`src/rtl/addsub_pkg.sv`:
```
`timescale 1ns/1ps
package addsub_pkg;
  // Operation encoding carried on sub_sel
  typedef enum logic {
    MODE_ADD = 1'b0,
    MODE_SUB = 1'b1
  } arith_mode_e;
endpackage

```
`src/rtl/addsub_cell.sv`:
```
`timescale 1ns/1ps
module addsub_cell
  import addsub_pkg::*;
(
  input  logic        a_i,
  input  logic        b_i,
  input  logic        link_i,
  input  arith_mode_e mode_i,
  output logic        r_o,
  output logic        link_o
);
  logic half_x;
  logic carry_nx;
  logic borrow_nx;

  assign half_x = a_i ^ b_i;

  // Sum and difference share the same bit function
  assign r_o = half_x ^ link_i;

  // Carry for addition
  assign carry_nx = (a_i & b_i) | (link_i & half_x);

  // Borrow for subtraction
  assign borrow_nx = (~half_x & link_i) | (~a_i & b_i);

  assign link_o = (mode_i == MODE_SUB) ? borrow_nx : carry_nx;
endmodule

```
`src/rtl/addsub_chain.sv`:
```
`timescale 1ns/1ps
module addsub_chain
  import addsub_pkg::*;
#(
  parameter int WIDTH = 32
) (
  input  logic [WIDTH-1:0] a_i,
  input  logic [WIDTH-1:0] b_i,
  input  logic             link_i,
  input  arith_mode_e      mode_i,
  output logic [WIDTH-1:0] r_o,
  output logic             link_o
);
  localparam int LINKS = WIDTH + 1;

  logic [LINKS-1:0] link;

  assign link[0] = link_i;

  for (genvar i = 0; i < WIDTH; i++) begin : g_cell
    addsub_cell u_cell (
      .a_i    (a_i[i]),
      .b_i    (b_i[i]),
      .link_i (link[i]),
      .mode_i (mode_i),
      .r_o    (r_o[i]),
      .link_o (link[i+1])
    );
  end

  assign link_o = link[LINKS-1];
endmodule

```
`src/rtl/addsub_ripple.sv`:
```
`timescale 1ns/1ps
module addsub_ripple
  import addsub_pkg::*;
#(
  parameter int WIDTH = 32
) (
  input  logic [WIDTH-1:0] op_a,
  input  logic [WIDTH-1:0] op_b,
  input  logic             cb_in,
  input  logic             sub_sel,
  output logic [WIDTH-1:0] result,
  output logic             cb_out
);
  arith_mode_e mode;

  assign mode = arith_mode_e'(sub_sel);

  addsub_chain #(.WIDTH(WIDTH)) u_chain (
    .a_i    (op_a),
    .b_i    (op_b),
    .link_i (cb_in),
    .mode_i (mode),
    .r_o    (result),
    .link_o (cb_out)
  );
endmodule

```
`config.mk`:
```
export PLATFORM = sky130hd
export DESIGN_NAME = addsub_ripple
export DESIGN_NICKNAME = d
export VERILOG_FILES = /design/src/rtl/addsub_pkg.sv /design/src/rtl/addsub_cell.sv /design/src/rtl/addsub_chain.sv /design/src/rtl/addsub_ripple.sv
export SDC_FILE = /design/constraint.sdc
export NUM_CORES = 1
export LEC_CHECK = 0
export BUFFER_PORTS_ARGS = -buffer_cell sky130_fd_sc_hd__buf_4
export CORE_ASPECT_RATIO = 1.25
export CORE_MARGIN = 8
export CORE_UTILIZATION = 45
export DETAILED_ROUTE_END_ITERATION = 8
export GPL_TIMING_DRIVEN = 0
export PLACE_DENSITY = 0.86
export SLEW_MARGIN = 25
export SYNTH_ARGS = -nofsm -noshare
export SYNTH_HDL_FRONTEND = slang
export SYNTH_SLANG_ARGS = --single-unit
```
`constraint.sdc`:
```
create_clock -name vclk -period 72.1
set_input_delay 10.815 -clock vclk [all_inputs]
set_output_delay 10.815 -clock vclk [all_outputs]
set_load 0.02 [all_outputs]
```
# --- After elaboration in Yosys (flattened, before gate mapping) ---
# Cells that the tools add are included.
totals:
  reg_bits: 0
  out_inout_bits: 33
  word_cells: 352
  input_bits: 66
classes:
  bitwise: 320
  muxes: 32
ops:
  columns: ["cell", "n"]
  rows:
  - ["AND 1 bit", 128]
  - ["NOT 1 bit", 64]
  - ["bitwise OR 1 bit", 64]
  - ["bitwise XOR 1 bit", 64]
  - ["two-way mux 1 bit", 32]

# --- Logic depth before layout (Yosys ltp) ---
logic_depth:
  ltp_word: 98
  ltp_mapped: 65
  ltp_nobuf: 65

# --- Hierarchy ---
# Synthesis repeated with hierarchy kept, for this count alone.
hier_totals:
  hier_cells: 169
  hier_area_um2: 1945.6
modules_own_cells:
  columns: ["module", "instances", "seq_area_each_um2", "cells_per_inst", "area_per_inst_um2"]
  rows:
  - ["addsub_cell (u_chain.g_cell[18].u_cell ...)", 23, 0.0, 5, 62.6]
  - ["addsub_cell (u_chain.g_cell[0].u_cell ...)", 9, 0.0, 6, 56.3]

# --- Worst setup path before layout ---
# OpenSTA, ideal clock, no wires.
synth_timing:
  path_kind: "input port to output port"
  start: "input port op_a[0]"
  end: "output port result[31]"
  cell_stages: 65
  required_ns: 61.285
  path_slack_ns: 30.663
  arrival_ns: 30.622
  path_cell_list: "fa_1 -> inv_1 -> mux2i_1 -> fa_1 -> mux2_2 -> fa_1 -> mux2_4 -> fa_1 -> mux2_4 -> fa_1 -> mux2_4 -> fa_1 -> mux2_4 -> fa_1 -> mux2_4 -> fa_1 -> mux2_4 -> fa_1 -> (+29 left out) -> fa_1 -> mux2_4 -> fa_1 -> mux2_4 -> fa_1 -> mux2_4 -> fa_1 -> mux2_4 -> fa_1 -> mux2_4 -> fa_1 -> mux2_4 -> fa_1 -> mux2_4 -> fa_1 -> mux2i_1 -> fa_1 -> buf_4"
synth_between:
  elab_chain_cells: 96
synth_rtl:
  columns: ["element", "line_no", "source"]
  rows:
  - ["start, declared", "addsub_ripple.sv:7", "input logic [WIDTH-1:0] op_a,"]
  - ["bitwise XOR 1 bit", "addsub_cell.sv:16", "assign half_x = a_i ^ b_i;"]
  - ["NOT 1 bit", "addsub_cell.sv:25", "assign borrow_nx = (~half_x & link_i) | (~a_i & b_i);"]
  - ["AND 1 bit", "addsub_cell.sv:25", null]
  - ["bitwise OR 1 bit", "addsub_cell.sv:25", null]
  - ["two-way mux 1 bit (*)", "addsub_cell.sv:27", "assign link_o = (mode_i == MODE_SUB) ? borrow_nx : carry_nx;"]
  - ["AND 1 bit (on tied branches)", "addsub_cell.sv:22, addsub_cell.sv:25", null]
  - ["bitwise OR 1 bit (on tied branches)", "addsub_cell.sv:22, addsub_cell.sv:25", null]
  - ["two-way mux 1 bit (*)", "addsub_cell.sv:27", null]
  - ["(+80 left out)", null, null]
  - ["two-way mux 1 bit (*)", "addsub_cell.sv:27", null]
  - ["AND 1 bit (on tied branches)", "addsub_cell.sv:22, addsub_cell.sv:25", null]
  - ["bitwise OR 1 bit (on tied branches)", "addsub_cell.sv:22, addsub_cell.sv:25", null]
  - ["two-way mux 1 bit (*)", "addsub_cell.sv:27", null]
  - ["AND 1 bit (on tied branches)", "addsub_cell.sv:22, addsub_cell.sv:25", null]
  - ["bitwise OR 1 bit (on tied branches)", "addsub_cell.sv:22, addsub_cell.sv:25", null]
  - ["two-way mux 1 bit (*)", "addsub_cell.sv:27", null]
  - ["bitwise XOR 1 bit (*)", "addsub_cell.sv:19", "assign r_o = half_x ^ link_i;"]
  - ["end, declared", "addsub_ripple.sv:11", "output logic [WIDTH-1:0] result,"]
# Mark *: on every way between the ends. The rest lies on a longest branch, timed or not.

# --- Worst setup path after layout ---
# Same ends and word-level chain as after synthesis.

==> results.toml <==
[worst_setup_path]
crit_path_start_kind = "input port"
crit_path_frequent_cell = "fa_1"
crit_arrival_ps = 31700
cp_max_fo = 2
max_stage_delay_ps = 460
crit_path_top_delay_cell = "fa_1"
worstSetupPathType = "in -> out"
endpoint_kind = "output port"
crit_required_ps = 61290

[global_route]
grt_start_max_net_pins = 11
grt_usage_pct = 12.6
grt_pass1_wl_mm = 7.68
antenna_found_initial = 0
first_global_vias = 1767
overflow = 0

[die]
start_util_pct = 46.7
coreArea_um2 = 4730
die_area_um2 = 7420
num_rows = 28
die_y_um = 94.3
die_x_um = 78.7
io_pins = 99

[sta]
finalHoldViolCount = 0
min_period_ps = 42510
finalSetupTns_ps = 0
hold_ws_ps = 22090
relSlewSlack_pct = 78.8
rsz0062_at_grt = "false"
period_share_pct = 59.0
worstMarginPinSlew_ps = 309
setup_viol = 0
drv_slew = 0
max_freq_ghz = 0.0235

[final_layout]
seq_area_um2 = 0
final_util_pct = 63.9
clkbuf_count = 0
mostFrequentLayoutCell = "buf_4"
fillers = 399
final_cell_mix = "buf_4 (130), fa_1 (64), inv_1 (45)"
area_delta_synth_final_pct = 36.7
fin_cells = 335
drive_gt1_share_pct = 58.5
diodes = 0
nNetsFinal = 407
nFlopsAndLatches = 0

[power_and_ir_drop]
p_leak_uw = 0.00161
peakVddDrop_mv = 0.00507
finalPower_uw = 37.2
power.density_cell_area_nw_per_um2 = 12.3

[detailed_routing]
route.vias.total = 1449
via_per_inst = 4.33
first_pass_iters = 2
drc = 0
drtIter0Drc = 12
routed_wl_mm = 4.67
postRouteAntennaNets = 0
routedWlPerCell_um = 13.9

[logic_synthesis]
syn_nets = 307
synth.cell_area_um2 = 2210
seq_area_frac_synth_pct = 0
synth_warnings = 0
syn_inst = 177
synth_area_per_cell_um2 = 12.5
ys_types = 8

[placed_design]
place_inst = 335
dpl.hpwl_mm = 4.46
io_buffers = 98
gp_congestion = 0.719

[outcome]
status = "finished, final reports clean"

[worst_hold_path]
hold_class = "in -> out"

[clocking]
postCtsSetupRepairBufs = 0
cts_hold_buf = 0
cts_resized = 0

[run]
cap_violations = 0
-- synth_stat cells (all sizes together) --
cell type | number | area, µm²
buf | 36 | 312
fa | 64 | 1280
inv | 45 | 169
mux2 | 27 | 398
mux2i | 5 | 50.1
-- logic make-up (layout without fill, tap and decap cells) --
family | after synthesis | count (layout) | synth area share [%]
muxes | 32 | 32 | 20.3
adders and majority gates | 64 | 64 | 58.0
buffers and inverters | 81 | 179 | 21.7
-- metal layers --
metal / GRT usage, % / up-vias / wire length [µm]
li1: - / 650 / -
met1: 11.2 / 750 / 1380
met2: 27.9 / 49 / 2940
met3: 3.23 / 0 / 356
met4: 0.155 / 0 / 0
met5: 0 / - / 0
-- worst max-delay path: cells and delay by family --
kind                       cells  cell delay [ps]
muxes                         31             8710
adders and majority gates     32            11690
buffers and inverters          4              480
-- final cells by class --
class | count | area, µm² | share of cell area (%)
repair buffers | 98 | 736 | 24.4
inverters | 45 | 169 | 5.59
well taps | 60 | 75.1 | 2.49
multi-input cells | 96 | 1730 | 57.2
plain buffers | 36 | 312 | 10.3
-- per-stage QoR --
stage | setup slack (ps) | cell area, µm²
2_1_floorplan | 30660 | 2210
3_3_place_gp | 30010 | 3020
3_5_place_dp | 29440 | 3020
4_1_cts | 29410 | 3020
5_1_grt | 28870 | 3020
6_report | 29590 | 3020
-- power breakdown --
part | switching [µW] | internal (µW)
Clock | 0 | 0
Combinational | 17.2 | 20.1
Sequential | 0 | 0
Total | 17.2 | 20.1
-- path summary, 6_finish.rpt --
| path | from | endpoint | cells past startpoint |
|---|---|---|---|
| setup / recovery | op_a[0] | result[31] | 67 |
| hold / removal | op_a[16] | result[16] | 4 |
Note: power is estimated with default switching activity, not from simulation.
